--- src/rtl/pa_route_pkg.sv ---
`timescale 1ns/1ps
package pa_route_pkg;

    localparam int NDIM  = 3;
    localparam int NPORT = 1 + 2 * NDIM;
    localparam int PW    = $clog2(NPORT);

    typedef enum logic [1:0] {
        PH_XY  = 2'd0,
        PH_YZ  = 2'd1,
        PH_ESC = 2'd2,
        PH_RSV = 2'd3
    } phase_e;

    typedef struct packed {
        logic [PW-1:0] port;
        logic          esc_vc;
        phase_e        phase;
    } route_t;

    // Port code of the plus-going port of a dimension; minus is one above.
    function automatic logic [PW-1:0] plus_port(input int dim);
        return PW'(1 + 2 * dim);
    endfunction

    // Lowest dimension that belongs to the plane of a given phase.
    function automatic int plane_base(input phase_e ph);
        return (ph == PH_XY) ? 0 : 1;
    endfunction

endpackage

--- src/rtl/pa_axis_dir.sv ---
`timescale 1ns/1ps
module pa_axis_dir
    import pa_route_pkg::*;
#(
    parameter int CW  = 4,
    parameter int DIM = 0
) (
    input  logic [CW-1:0] cur,
    input  logic [CW-1:0] dst,
    output logic          need,
    output logic [PW-1:0] port
);
    localparam logic [PW-1:0] P_PLUS  = plus_port(DIM);
    localparam logic [PW-1:0] P_MINUS = P_PLUS + PW'(1);

    always_comb begin
        need = (cur != dst);
        if (!need)
            port = '0;
        else if (dst > cur)
            port = P_PLUS;
        else
            port = P_MINUS;
    end
endmodule

--- src/rtl/pa_plane_pick.sv ---
`timescale 1ns/1ps
module pa_plane_pick
    import pa_route_pkg::*;
(
    input  phase_e                   phase_in,
    input  logic [NDIM-1:0]          need,
    input  logic [NDIM-1:0][PW-1:0]  dport,
    input  logic [NPORT-1:0]         blocked,
    output route_t                   route
);
    logic [(1<<PW)-1:0] blk_w;
    phase_e             ph_norm;
    phase_e             eff;
    logic               arrived;
    logic               found;
    logic [PW-1:0]      pick;
    logic [PW-1:0]      dor_port;
    int                 base;

    assign blk_w = {{((1<<PW)-NPORT){1'b0}}, blocked};

    always_comb begin
        arrived = ~|need;
        ph_norm = (phase_in == PH_RSV) ? PH_ESC : phase_in;

        // Plane advance and illegal-plane fallback
        eff = ph_norm;
        if (eff == PH_XY && !need[0])
            eff = PH_YZ;
        else if (eff == PH_YZ && need[0])
            eff = PH_ESC;

        // Dimension-order port: first unresolved of X, Y, Z
        dor_port = dport[NDIM-1];
        for (int d = NDIM - 2; d >= 0; d--)
            if (need[d]) dor_port = dport[d];

        // Adaptive choice: lowest free productive dimension of the plane
        base  = plane_base(eff);
        found = 1'b0;
        pick  = '0;
        for (int d = 0; d < NDIM; d++) begin
            if (!found && d >= base && d <= base + 1 &&
                need[d] && !blk_w[dport[d]]) begin
                found = 1'b1;
                pick  = dport[d];
            end
        end

        if (arrived) begin
            route.port   = '0;
            route.esc_vc = (ph_norm == PH_ESC);
            route.phase  = ph_norm;
        end else if (eff != PH_ESC && found) begin
            route.port   = pick;
            route.esc_vc = 1'b0;
            route.phase  = eff;
        end else begin
            route.port   = dor_port;
            route.esc_vc = 1'b1;
            route.phase  = PH_ESC;
        end
    end
endmodule

--- src/rtl/pa_route_sel.sv ---
`timescale 1ns/1ps
module pa_route_sel
    import pa_route_pkg::*;
#(
    parameter int CW = 4
) (
    input  logic          clk,
    input  logic          rst,
    input  logic          in_valid,
    input  logic [CW-1:0] cur_x,
    input  logic [CW-1:0] cur_y,
    input  logic [CW-1:0] cur_z,
    input  logic [CW-1:0] dst_x,
    input  logic [CW-1:0] dst_y,
    input  logic [CW-1:0] dst_z,
    input  logic [1:0]    phase_in,
    input  logic [6:0]    port_blocked,
    output logic          out_valid,
    output logic [2:0]    out_port,
    output logic          out_esc_vc,
    output logic [1:0]    phase_out
);
    logic [NDIM-1:0][CW-1:0] cur_v;
    logic [NDIM-1:0][CW-1:0] dst_v;
    logic [NDIM-1:0]         need;
    logic [NDIM-1:0][PW-1:0] dport;
    route_t                  nxt;
    route_t                  r_q;

    assign cur_v = {cur_z, cur_y, cur_x};
    assign dst_v = {dst_z, dst_y, dst_x};

    for (genvar g = 0; g < NDIM; g++) begin : g_axis
        pa_axis_dir #(.CW(CW), .DIM(g)) u_dir (
            .cur  (cur_v[g]),
            .dst  (dst_v[g]),
            .need (need[g]),
            .port (dport[g])
        );
    end

    pa_plane_pick u_pick (
        .phase_in (phase_e'(phase_in)),
        .need     (need),
        .dport    (dport),
        .blocked  (port_blocked),
        .route    (nxt)
    );

    always_ff @(posedge clk) begin
        if (rst) begin
            out_valid <= 1'b0;
            r_q       <= '0;
        end else begin
            out_valid <= in_valid;
            if (in_valid) r_q <= nxt;
        end
    end

    assign out_port   = r_q.port;
    assign out_esc_vc = r_q.esc_vc;
    assign phase_out  = r_q.phase;

    AST_RESULT_NEXT: assert property (@(posedge clk) disable iff (rst)
        in_valid |=> out_valid);
    AST_LOCAL_EJECT: assert property (@(posedge clk) disable iff (rst)
        in_valid && cur_x == dst_x && cur_y == dst_y && cur_z == dst_z
        |=> out_port == 3'd0);
    AST_X_BEFORE_LEAVE: assert property (@(posedge clk) disable iff (rst)
        in_valid && phase_in == 2'd0 && cur_x != dst_x |=> phase_out != 2'd1);
    AST_NO_PLANE_BACK: assert property (@(posedge clk) disable iff (rst)
        in_valid && phase_in == 2'd1 |=> phase_out != 2'd0);
    AST_ADAPT_FREE: assert property (@(posedge clk) disable iff (rst)
        out_valid && !out_esc_vc && out_port != 3'd0
        |-> ((($past({1'b0, port_blocked})) >> out_port) & 8'd1) == 8'd0);
    AST_ESC_STICKY: assert property (@(posedge clk) disable iff (rst)
        in_valid && phase_in[1] |=> phase_out == 2'd2 && out_esc_vc);
endmodule

--- config.mk ---
export PLATFORM = sky130hd
export DESIGN_NAME = pa_route_sel
export DESIGN_NICKNAME = d
export VERILOG_FILES = /design/src/rtl/pa_route_pkg.sv /design/src/rtl/pa_axis_dir.sv /design/src/rtl/pa_plane_pick.sv /design/src/rtl/pa_route_sel.sv
export SDC_FILE = /design/constraint.sdc
export NUM_CORES = 1
export LEC_CHECK = 0
export ABC_AREA = 1
export BUFFER_PORTS_ARGS = -buffer_cell sky130_fd_sc_hd__buf_2
export CAP_MARGIN = 15
export CORE_MARGIN = 8
export CORE_UTILIZATION = 46
export DETAILED_ROUTE_END_ITERATION = 8
export GPL_ROUTABILITY_DRIVEN = 1
export HOLD_SLACK_MARGIN = 0.05
export MAX_ROUTING_LAYER = met4
export PLACE_DENSITY = 0.79
export SKIP_LAST_GASP = 1
export SLEW_MARGIN = 10
export SYNTH_ARGS = -nofsm -noshare
export SYNTH_HDL_FRONTEND = slang
export SYNTH_SLANG_ARGS = --single-unit
--- constraint.sdc ---
create_clock -name clk -period 1.7 [get_ports clk]
set_input_delay 0 -clock clk [delete_from_list [all_inputs] [get_ports clk]]
set_output_delay 0 -clock clk [all_outputs]
set_load 0.005 [all_outputs]
==> metrics.yaml, run 1 <==
outcome: "finished clean"
htree_levels: 1
synthesis.instances: 142
ys_types: 18
rsz0062_at_grt: "false"
power.leakage_nw: 0.718
cts.clk_slew.worst_paths_ps: 50
rows: 16
peakVddDrop_mv: 0.443
drc: 0
clk_latency_ps: 250
synthMuxAreaShare: 0
root_buffer: "clkbuf_4"
avgSynthCellArea_um2: 6.47
drv_slew: 0
synth_area_um2: 918
final_cells: 215
cts_resized: 0
num-fill-cells: 200
end_kind: "register"
clock_skew_ps: 0
p_per_area_nw_per_um2: 534
post_cts_buffers: 0
grt_usage: 0.132
worst_slack_ps: 408
antenna_found_initial: 0
vias: 1042
tightest_slew_ps: 308
io_pins: 43
cts_made_buffers: 3
period_share: 0.760
hold_viol_final: 0
cts_tree: "yes"
post-route-util: 0.621
critPathKind: "in2reg"
placed_cells_incl_taps: 210
start_util: 0.478
n_antenna_cell: 0
layout-drive-gt1-share: 0.367
slew_headroom: 0.794
hp-class: "in2reg"
tns_ps: 0
crit_family: "simple AND/OR/NAND/NOR gates"
grt_pass1_wl_um: 3800
first_pass_iters: 4
clock-sinks: 7
fin_crit_ps: 1290
grt_pass1_vias: 1007
portBuffers: 41
routed_via_density: 4.85
cp_slowest_stage_delay_ps: 290
wirelength_um: 2300
arrival_ps: 1480
grt_max_degree: 9
dpl.hpwl_um: 2050
gr-total-overflow: 0
cp-start-kind: "primary input"
wl_per_cell_um: 10.7
nets: 237
die_width_um: 60.7
timing.fmax_ghz: 0.774
pre_cts_slack_ps: 147
cp_max_fo: 6
path_cells: "buf_2, inv_1, ha_1, nand2_1, inv_2, nand2_4, nand3_2, inv_2, nand3_4, nand3_4, nand2_4, a21oi_1, nand2_1, a21oi_1"
cap_violations: 0
synth-compound-area-share: 0.136
synth_fp_nets: 190
first_iter_violations: 13
die-area_um2: 3680
yosys.area_share.xor_xnor: 0
ant_nets: 0
synth_top_family_by_area: "simple AND/OR/NAND/NOR gates"
cts.path.max_buffers: 2
core_um2: 1920
ys_ff_latch: 7
yosys_warnings: 0
cp.buffers_inverters: 4
die_h_um: 60.7
place.gp.congestion: 0.862
slowest_stage: "ha_1"
required_ps: 1890
power_uw: 637
synthAdderAreaFrac: 0.163
synth_simple_gate_area_frac: 0.413
areaGrowthSynthToFinish_pct: 30.0
setup_viol: 0
ys_seq_area_frac: 0.153
==> layout by cell type (no fill, tap or decap) <==
cell,n
a21oi_1,10
a21oi_2,3
buf_2,41
clkbuf_1,1
clkbuf_4,3
clkinv_1,2
dfxtp_1,7
dlygate4sd3_1,1
ha_1,12
inv_1,25
inv_2,6
nand2_1,34
nand2_2,5
nand2_4,2
nand3_1,8
nand3_2,6
nand3_4,2
nand4_1,4
nor2_1,10
o21ai_0,3
o21bai_1,2
o21bai_4,1
==> per-stage QoR <==
step	cell area, um^2	hold WS, ps
3_3_place_gp	1160	245
6_report	1190	61.5
2_1_floorplan	918	69.1
5_1_grt	1190	54.7
4_1_cts	1190	61.5
3_5_place_dp	1160	262
==> what timing repair did <==
| action | 4_1_cts | 5_1_grt |
|---|---|---|
| endpoints found under the hold margin | 6 | 0 |
| setup endpoints to repair | 0 | 0 |
| hold buffers | 1 | 0 |
==> power breakdown <==
group	leakage [nW]	internal [mW]	switching [mW]
clock network	0.0150	0.0898	0.0651
logic	0.645	0.126	0.174
registers	0.0579	0.177	0.00545
total	0.718	0.393	0.244
==> cells by family after synthesis <==
logic type	count (synthesis)
flip-flops	7
adder cells (fa/ha/maj)	12
AND/OR/NAND/NOR	71
AO/OA/AOI/OAI	19
buffers and inverters	33
==> synthesized netlist by cell type <==
| master | n | area share |
|---|---|---|
| nand2_1 | 34 | 0.14 |
| inv_1 | 25 | 0.10 |
| ha_1 | 12 | 0.16 |
| a21oi_1 | 10 | 0.054 |
| nor2_1 | 10 | 0.041 |
| nand3_1 | 8 | 0.044 |
| dfxtp_1 | 7 | 0.15 |
| inv_2 | 6 | 0.025 |
| nand3_2 | 6 | 0.065 |
| nand2_2 | 5 | 0.034 |
| nand4_1 | 4 | 0.027 |
| a21oi_2 | 3 | 0.029 |
| o21ai_0 | 3 | 0.016 |
| clkinv_1 | 2 | 0.0082 |
| nand2_4 | 2 | 0.025 |
| nand3_4 | 2 | 0.038 |
| o21bai_1 | 2 | 0.016 |
| o21bai_4 | 1 | 0.020 |
==> registers in the layout, summed over array words and instances, names as in the netlist <==
| signal | cells |
|---|---|
| out_valid | 1 |
| phase_out | 2 |
| out_port | 3 |
| out_esc_vc | 1 |
==> routing by layer <==
metal | up-vias | wire [um] | GRT usage
met2 | 32 | 1230 | 0.258
met3 | 3 | 128 | 0.0233
met5 | - | 0 | -
li1 | 543 | - | -
met1 | 464 | 939 | 0.135
met4 | 0 | 5 | 0.0199
==> worst reg2reg max path: cells and delay by family, from the launching register on <==
family / cells / cell delay (ps)
compound gates: 2 / 160
flops: 1 / 310
==> path summary, 6_finish.rpt <==
check | startpoint | end | slack (ps) | cells past startpoint
setup / recovery | cur_x[1] | out_port[0] | 410 | 14
hold / removal | in_valid | out_port[2] | 60 | 3
setup reg to reg | phase_out[0] | phase_out[0] | 1110 | 2
hold reg to reg | phase_out[1] | phase_out[1] | 470 | 2
==> final cells by class <==
cell class	count	area, um^2	share of cell area
Inverter	33	124	0.104
Tap cell	27	33.8	0.0283
Timing Repair Buffer	42	215	0.180
Sequential cell	7	140	0.117
Clock buffer	4	26.3	0.0220
Multi-Input combinational cell	102	654	0.548
(Power assumes the default switching activity.)
==> run 2: changes to the inputs <==
--- a/config.mk
+++ b/config.mk
@@ -9,12 +9,12 @@
 export BUFFER_PORTS_ARGS = -buffer_cell sky130_fd_sc_hd__buf_2
 export CAP_MARGIN = 15
 export CORE_MARGIN = 8
-export CORE_UTILIZATION = 46
+export CORE_UTILIZATION = 42
 export DETAILED_ROUTE_END_ITERATION = 8
 export GPL_ROUTABILITY_DRIVEN = 1
 export HOLD_SLACK_MARGIN = 0.05
 export MAX_ROUTING_LAYER = met4
-export PLACE_DENSITY = 0.79
+export PLACE_DENSITY = 0.76
 export SKIP_LAST_GASP = 1
 export SLEW_MARGIN = 10
 export SYNTH_ARGS = -nofsm -noshare
==> constraint.sdc (replaced) <==
create_clock -name clk -period 1.12 [get_ports clk]
set_input_delay 0 -clock clk [delete_from_list [all_inputs] [get_ports clk]]
set_output_delay 0 -clock clk [all_outputs]
set_load 0.005 [all_outputs]
==> metrics.yaml, run 2 (synthesized netlist as in run 1, its figures left out) <==
cap_violations: 0  # unchanged
outcome: "finished with violations"  # was finished clean
place_area_um2: 1390  # was 1160 um^2
drv_slew: 0  # unchanged
areaGrowthSynthToFinish_pct: 78.2  # was 30.0%
rsz0062_at_grt: "true"  # was false
path_cells: "buf_6, inv_4, ha_4, nand2_2, inv_2, nand3_4, buf_4, o21ai_0, o21ai_0, a21oi_2, nand2_1, a21oi_2"  # was buf_2, inv_1, ha_1, nand2_1, inv_2, nand2_4, nand3_2, inv_2, nand3_4, nand3_4, nand2_4, a21oi_1, nand2_1, a21oi_1
cp_max_fo: 5  # was 6
largest_reg_flops: 3  # unchanged
mostFrequentLayoutCells: "30 x buf_2, 22 x nand2_1, 13 x inv_1, 13 x nand2_2"  # was 41 x buf_2, 34 x nand2_1, 25 x inv_1
die-area_um2: 3940  # was 3680 um^2
cts.path.max_buffers: 2  # unchanged
arrival_ps: 1380  # was 1480 ps
start_util: 0.427  # was 0.478
root_buffer: "clkbuf_4"  # unchanged
portBuffers: 41  # unchanged
grt_max_degree: 9  # unchanged
gr-total-overflow: 0  # unchanged
power.leakage_nw: 0.822  # was 0.718 nW
fin_crit_ps: 1200
period_share: 1.07
rrSetupSlack_ps: 510  # was 1110 ps
peakVddDrop_mv: 0.831  # was 0.443 mV
cp-start-kind: "primary input"  # unchanged
antenna_found_initial: 0  # unchanged
slowest_stage: "ha_4"  # was ha_1
hp-class: "in2reg"  # unchanged
cp.buffers_inverters: 4  # unchanged
clock-sinks: 7  # unchanged
io_pins: 43  # unchanged
timing.fmax_ghz: 0.834
layout-drive-gt1-share: 0.638  # was 0.367
first_pass_iters: 4  # unchanged
grt_pass1_wl_um: 4290  # was 3800 um
dpl.hpwl_um: 2180  # was 2050 um
die_h_um: 62.8  # was 60.7 um
grt_pass1_vias: 1087  # was 1007
wirelength_um: 2660  # was 2300 um
wl_per_cell_um: 11.7  # was 10.7 um
worst_slack_ps: -79.4  # was 408 ps
n_antenna_cell: 0  # unchanged
drc: 0  # unchanged
core_um2: 2150  # was 1920 um^2
hold_buffers: 1  # unchanged
clock_skew_ps: 0  # unchanged
setup_viol: 4  # was 0
nets: 248  # was 237
cp_slowest_stage_delay_ps: 260  # was 290 ps
die_width_um: 62.8  # was 60.7 um
critPathKind: "in2reg"  # unchanged
routed_via_density: 4.87  # was 4.85
cts.clk_slew.worst_paths_ps: 50  # about the same
power_mw: 1.23  # was 637 uW
grt_usage: 0.129  # was 0.132
slew_headroom: 0.821  # was 0.794
vias: 1106  # was 1042
end_kind: "register"  # unchanged
tightest_slew_ps: 268  # was 308 ps
crit_family: "compound AO/OA/AOI/OAI gates"  # was simple AND/OR/NAND/NOR gates
place.gp.congestion: 0.817  # was 0.862
cts_tree: "yes"  # unchanged
hold_viol_final: 0  # unchanged
rows: 17  # was 16
htree_levels: 1  # unchanged
clk_latency_ps: 250  # about the same
cts_made_buffers: 3  # unchanged
fin_area_um2: 1640  # was 1190 um^2
num-fill-cells: 162  # was 200
violations: "setup timing"
ant_nets: 0  # unchanged
p_per_area_nw_per_um2: 749  # was 534 nW/um^2
first_iter_violations: 41  # was 13
final_common_cell: "buf_2"  # unchanged
required_ps: 1300  # was 1890 ps
## run 2: cell count changes in the layout (fill, tap and decap cells not counted), moves of 8 or more
cell / change
buf_4: +12
inv_1: -12
nand2_1: -12
buf_2: -11
buf_6: +10
ha_1: -10
ha_4: +10
nand2_2: +8
## run 2: where the power goes
group | switching [mW] | leakage, nW | internal (mW) | total, mW
clock network | 0.0882 | 0.0150 | 0.136 | 0.224
logic | 0.374 | 0.749 | 0.351 | 0.724
registers | 0.00832 | 0.0579 | 0.269 | 0.277
total | 0.470 | 0.822 | 0.755 | 1.23
## run 2: path summary, 6_finish.rpt
path / from / end / depth (start not counted)
max: cur_y[3] / out_port[1] / 12
min: rst / out_port[0] / 2
min reg2reg: phase_out[1] / phase_out[1] / 2
max reg2reg: out_port[2] / out_port[2] / 2
## run 2: layer usage
| metal | part of all wire | GRT usage |
|---|---|---|
| met5 | 0 | - |
| met4 | 0 | 0.0256 |
| met3 | 0.033 | 0.0323 |
| met2 | 0.56 | 0.250 |
| met1 | 0.41 | 0.127 |
## run 2: worst reg2reg max path, cell delays in order (launching register included)
cell,delay [ps]
dfxtp_1,330
nand2_1,60
a21oi_1,150
## run 2: layout make-up
class / count / area, um^2 / share of cell area
inverter: 33 / 156 / 0.0956
sequential: 7 / 140 / 0.0856
clock buffer: 4 / 26.3 / 0.0161
multi-input combinational: 102 / 916 / 0.560
tap: 28 / 35.0 / 0.0214
timing repair buffer: 53 / 363 / 0.222
## run 2: timing repair
item                                   in CTS  in global routing
gates resized for setup                    21                 25
endpoints found under the hold margin       6                  5
buffers inserted                            1                  3
setup endpoints to repair                   6                  6
pin swaps                                  23                 10
## run 2: stage by stage
stage	worst slack [ps]	setup TNS, ps	instances	utilization	hold WS [ps]
2_1_floorplan	-116	-386	142	-	69.1
3_3_place_gp	-341	-1750	218	0.646	242
3_5_place_dp	-360	-1950	218	0.646	259
4_1_cts	-41.4	-102	224	0.707	-4.80
5_1_grt	-189	-868	227	0.762	3.37
6_report	-79.4	-168	227	0.762	8.43
==> run 3: changes to the inputs <==
--- a/config.mk
+++ b/config.mk
@@ -9,12 +9,12 @@
 export BUFFER_PORTS_ARGS = -buffer_cell sky130_fd_sc_hd__buf_2
 export CAP_MARGIN = 15
 export CORE_MARGIN = 8
-export CORE_UTILIZATION = 42
+export CORE_UTILIZATION = 30
 export DETAILED_ROUTE_END_ITERATION = 8
 export GPL_ROUTABILITY_DRIVEN = 1
 export HOLD_SLACK_MARGIN = 0.05
 export MAX_ROUTING_LAYER = met4
-export PLACE_DENSITY = 0.76
+export PLACE_DENSITY = 0.58
 export SKIP_LAST_GASP = 1
 export SLEW_MARGIN = 10
 export SYNTH_ARGS = -nofsm -noshare
==> metrics.yaml, run 3 (synthesized netlist as in run 1, its figures left out) <==
p_seq_frac: 0.230  # was 0.226
cp_max_fo: 3  # was 5
cts.path.max_buffers: 2  # unchanged
violations: "hold timing, setup timing"  # was setup timing
n_antenna_cell: 0  # unchanged
clock_skew_ps: 0  # unchanged
internal_power_uw: 740  # was 755 uW
required_ps: 1300  # about the same
fin_crit_ps: 1170  # was 1200 ps
p_sw_uw: 465  # was 470 uW
largest_reg_flops: 3  # unchanged
setup_viol: 5  # was 4
hold_viol_final: 1  # was 0
period_share: 1.05  # was 1.07
areaGrowthSynthToFinish_pct: 75.3  # was 78.2%
grt_pass1_wl_um: 4470  # was 4290 um
wirelength_um: 2600  # was 2660 um
rows: 20  # was 17
clk_latency_ps: 250  # about the same
die-area_um2: 5090  # was 3940 um^2
mostFrequentLayoutCells: "33 x buf_2, 24 x nand2_1, 14 x inv_1"  # was 30 x buf_2, 22 x nand2_1, 13 x inv_1, 13 x nand2_2
grt_max_degree: 9  # unchanged
htree_levels: 1  # unchanged
post-route-util: 0.541  # was 0.762
io_pins: 43  # unchanged
first_pass_iters: 4  # unchanged
drv_slew: 0  # unchanged
p_per_area_nw_per_um2: 748  # was 749 nW/um^2
vias: 1070  # was 1106
cts_made_buffers: 3  # unchanged
rsz0062_at_grt: "true"  # unchanged
tightest_slew_ps: 264  # was 268 ps
start_util: 0.308  # was 0.427
switching_share: 0.386  # was 0.384
timing.fmax_ghz: 0.853  # was 0.834 GHz
power.leakage_nw: 0.806  # was 0.822 nW
grt_usage: 0.106  # was 0.129
whs_ps: -6.28  # was 8.43 ps
cp-start-kind: "primary input"  # unchanged
worst_slack_ps: -51.9  # was -79.4 ps
outcome: "finished with violations"  # unchanged
hold_buffers: 1  # unchanged
first_iter_violations: 5  # was 41
comb_power_share: 0.584  # was 0.591
hp-class: "in2reg"  # unchanged
root_buffer: "clkbuf_4"  # unchanged
r2r_start: "out_port[0]"  # was out_port[2]
place.gp.congestion: 0.863  # was 0.817
arrival_ps: 1360  # was 1380 ps
drc: 0  # unchanged
critPathKind: "in2reg"  # unchanged
core_um2: 2980  # was 2150 um^2
cap_violations: 0  # unchanged
ant_nets: 0  # unchanged
nets: 245  # was 248
startpoint: "cur_x[3]"  # was cur_y[3]
die_h_um: 71.3  # was 62.8 um
power_frac_clock: 0.186  # was 0.183
cts.clk_slew.worst_paths_ps: 50  # about the same
dpl.hpwl_um: 2200  # was 2180 um
routed_via_density: 4.67  # was 4.87
worstHoldStart: "rst"  # unchanged
grt_pass1_vias: 1118  # was 1087
die_width_um: 71.3  # was 62.8 um
antenna_found_initial: 0  # unchanged
wl_per_cell_um: 11.4  # was 11.7 um
gr-total-overflow: 0  # unchanged
final_common_cell: "buf_2"  # unchanged
peakVddDrop_mv: 0.616  # was 0.831 mV
slew_headroom: 0.823  # was 0.821
clock-sinks: 7  # unchanged
portBuffers: 41  # unchanged
end_kind: "register"  # unchanged
cts_tree: "yes"  # unchanged
layout-drive-gt1-share: 0.612  # was 0.638
-- run 3: worst paths after layout --
path / to / slack (ps) / cells after the start
worst min register to register: out_port[2] / 470 / 2
worst min-delay path: out_port[0] / -6 / 2
worst max-delay path: out_port[1] / -50 / 15
worst max register to register: out_port[0] / 520 / 2
-- run 3: layout make-up --
class | count | area (um^2)
repair buffers | 50 | 329
flip-flops and latches | 7 | 140
inverters | 33 | 156
multi-input cells | 102 | 917
clock buffers | 4 | 26.3
fillers | 286 | 1370
well taps | 33 | 41.3
-- run 3: routing by layer --
metal  global-route usage  vias up  routed length (um)
li1                     -      559                   -
met1                0.103      485                1020
met2                0.202       26                1430
met3               0.0335        0                 150
met4               0.0139        0                   0
met5                    -        -                   0
-- run 3: critical path, stage by stage --
cell and delay (ps):
buf_6 80, inv_6 30, ha_4 240, nand2_4 80
inv_4 40, nand2_4 70, nand3_4 80, inv_2 90
buf_4 110, nand4_1 140, nand2_2 120, nor2_4 30
nand2_1 50, nand2_1 50, a21oi_1 120
-- run 3: power by group through the flow --
stage	clock [mW]	combinational (mW)	sequential, mW
floorplan	0	0.381	0.284
global placement	0	0.574	0.281
detailed placement	0	0.589	0.282
CTS	0.231	0.677	0.277
global route	0.261	0.780	0.279
finish	0.224	0.703	0.277
-- run 3: repair_timing --
item	4_1_cts	5_1_grt
hold endpoints to repair	6	5
setup endpoints to repair	6	6
setup buffers	1	0
pin swaps	29	18
resized for setup	29	15
-- run 3: through the flow --
stage,setup TNS (ps),power [mW],worst slack (ps),instance area (um^2),std cells
final,-120,1.20,-51.9,1610,229
after global routing,-729,1.32,-150,1610,229
after CTS,-59.3,1.19,-36.5,1570,229
after detailed placement,-1990,0.871,-389,1390,223
after global placement,-1790,0.856,-348,1390,223
after floorplan,-386,0.666,-116,1090,142
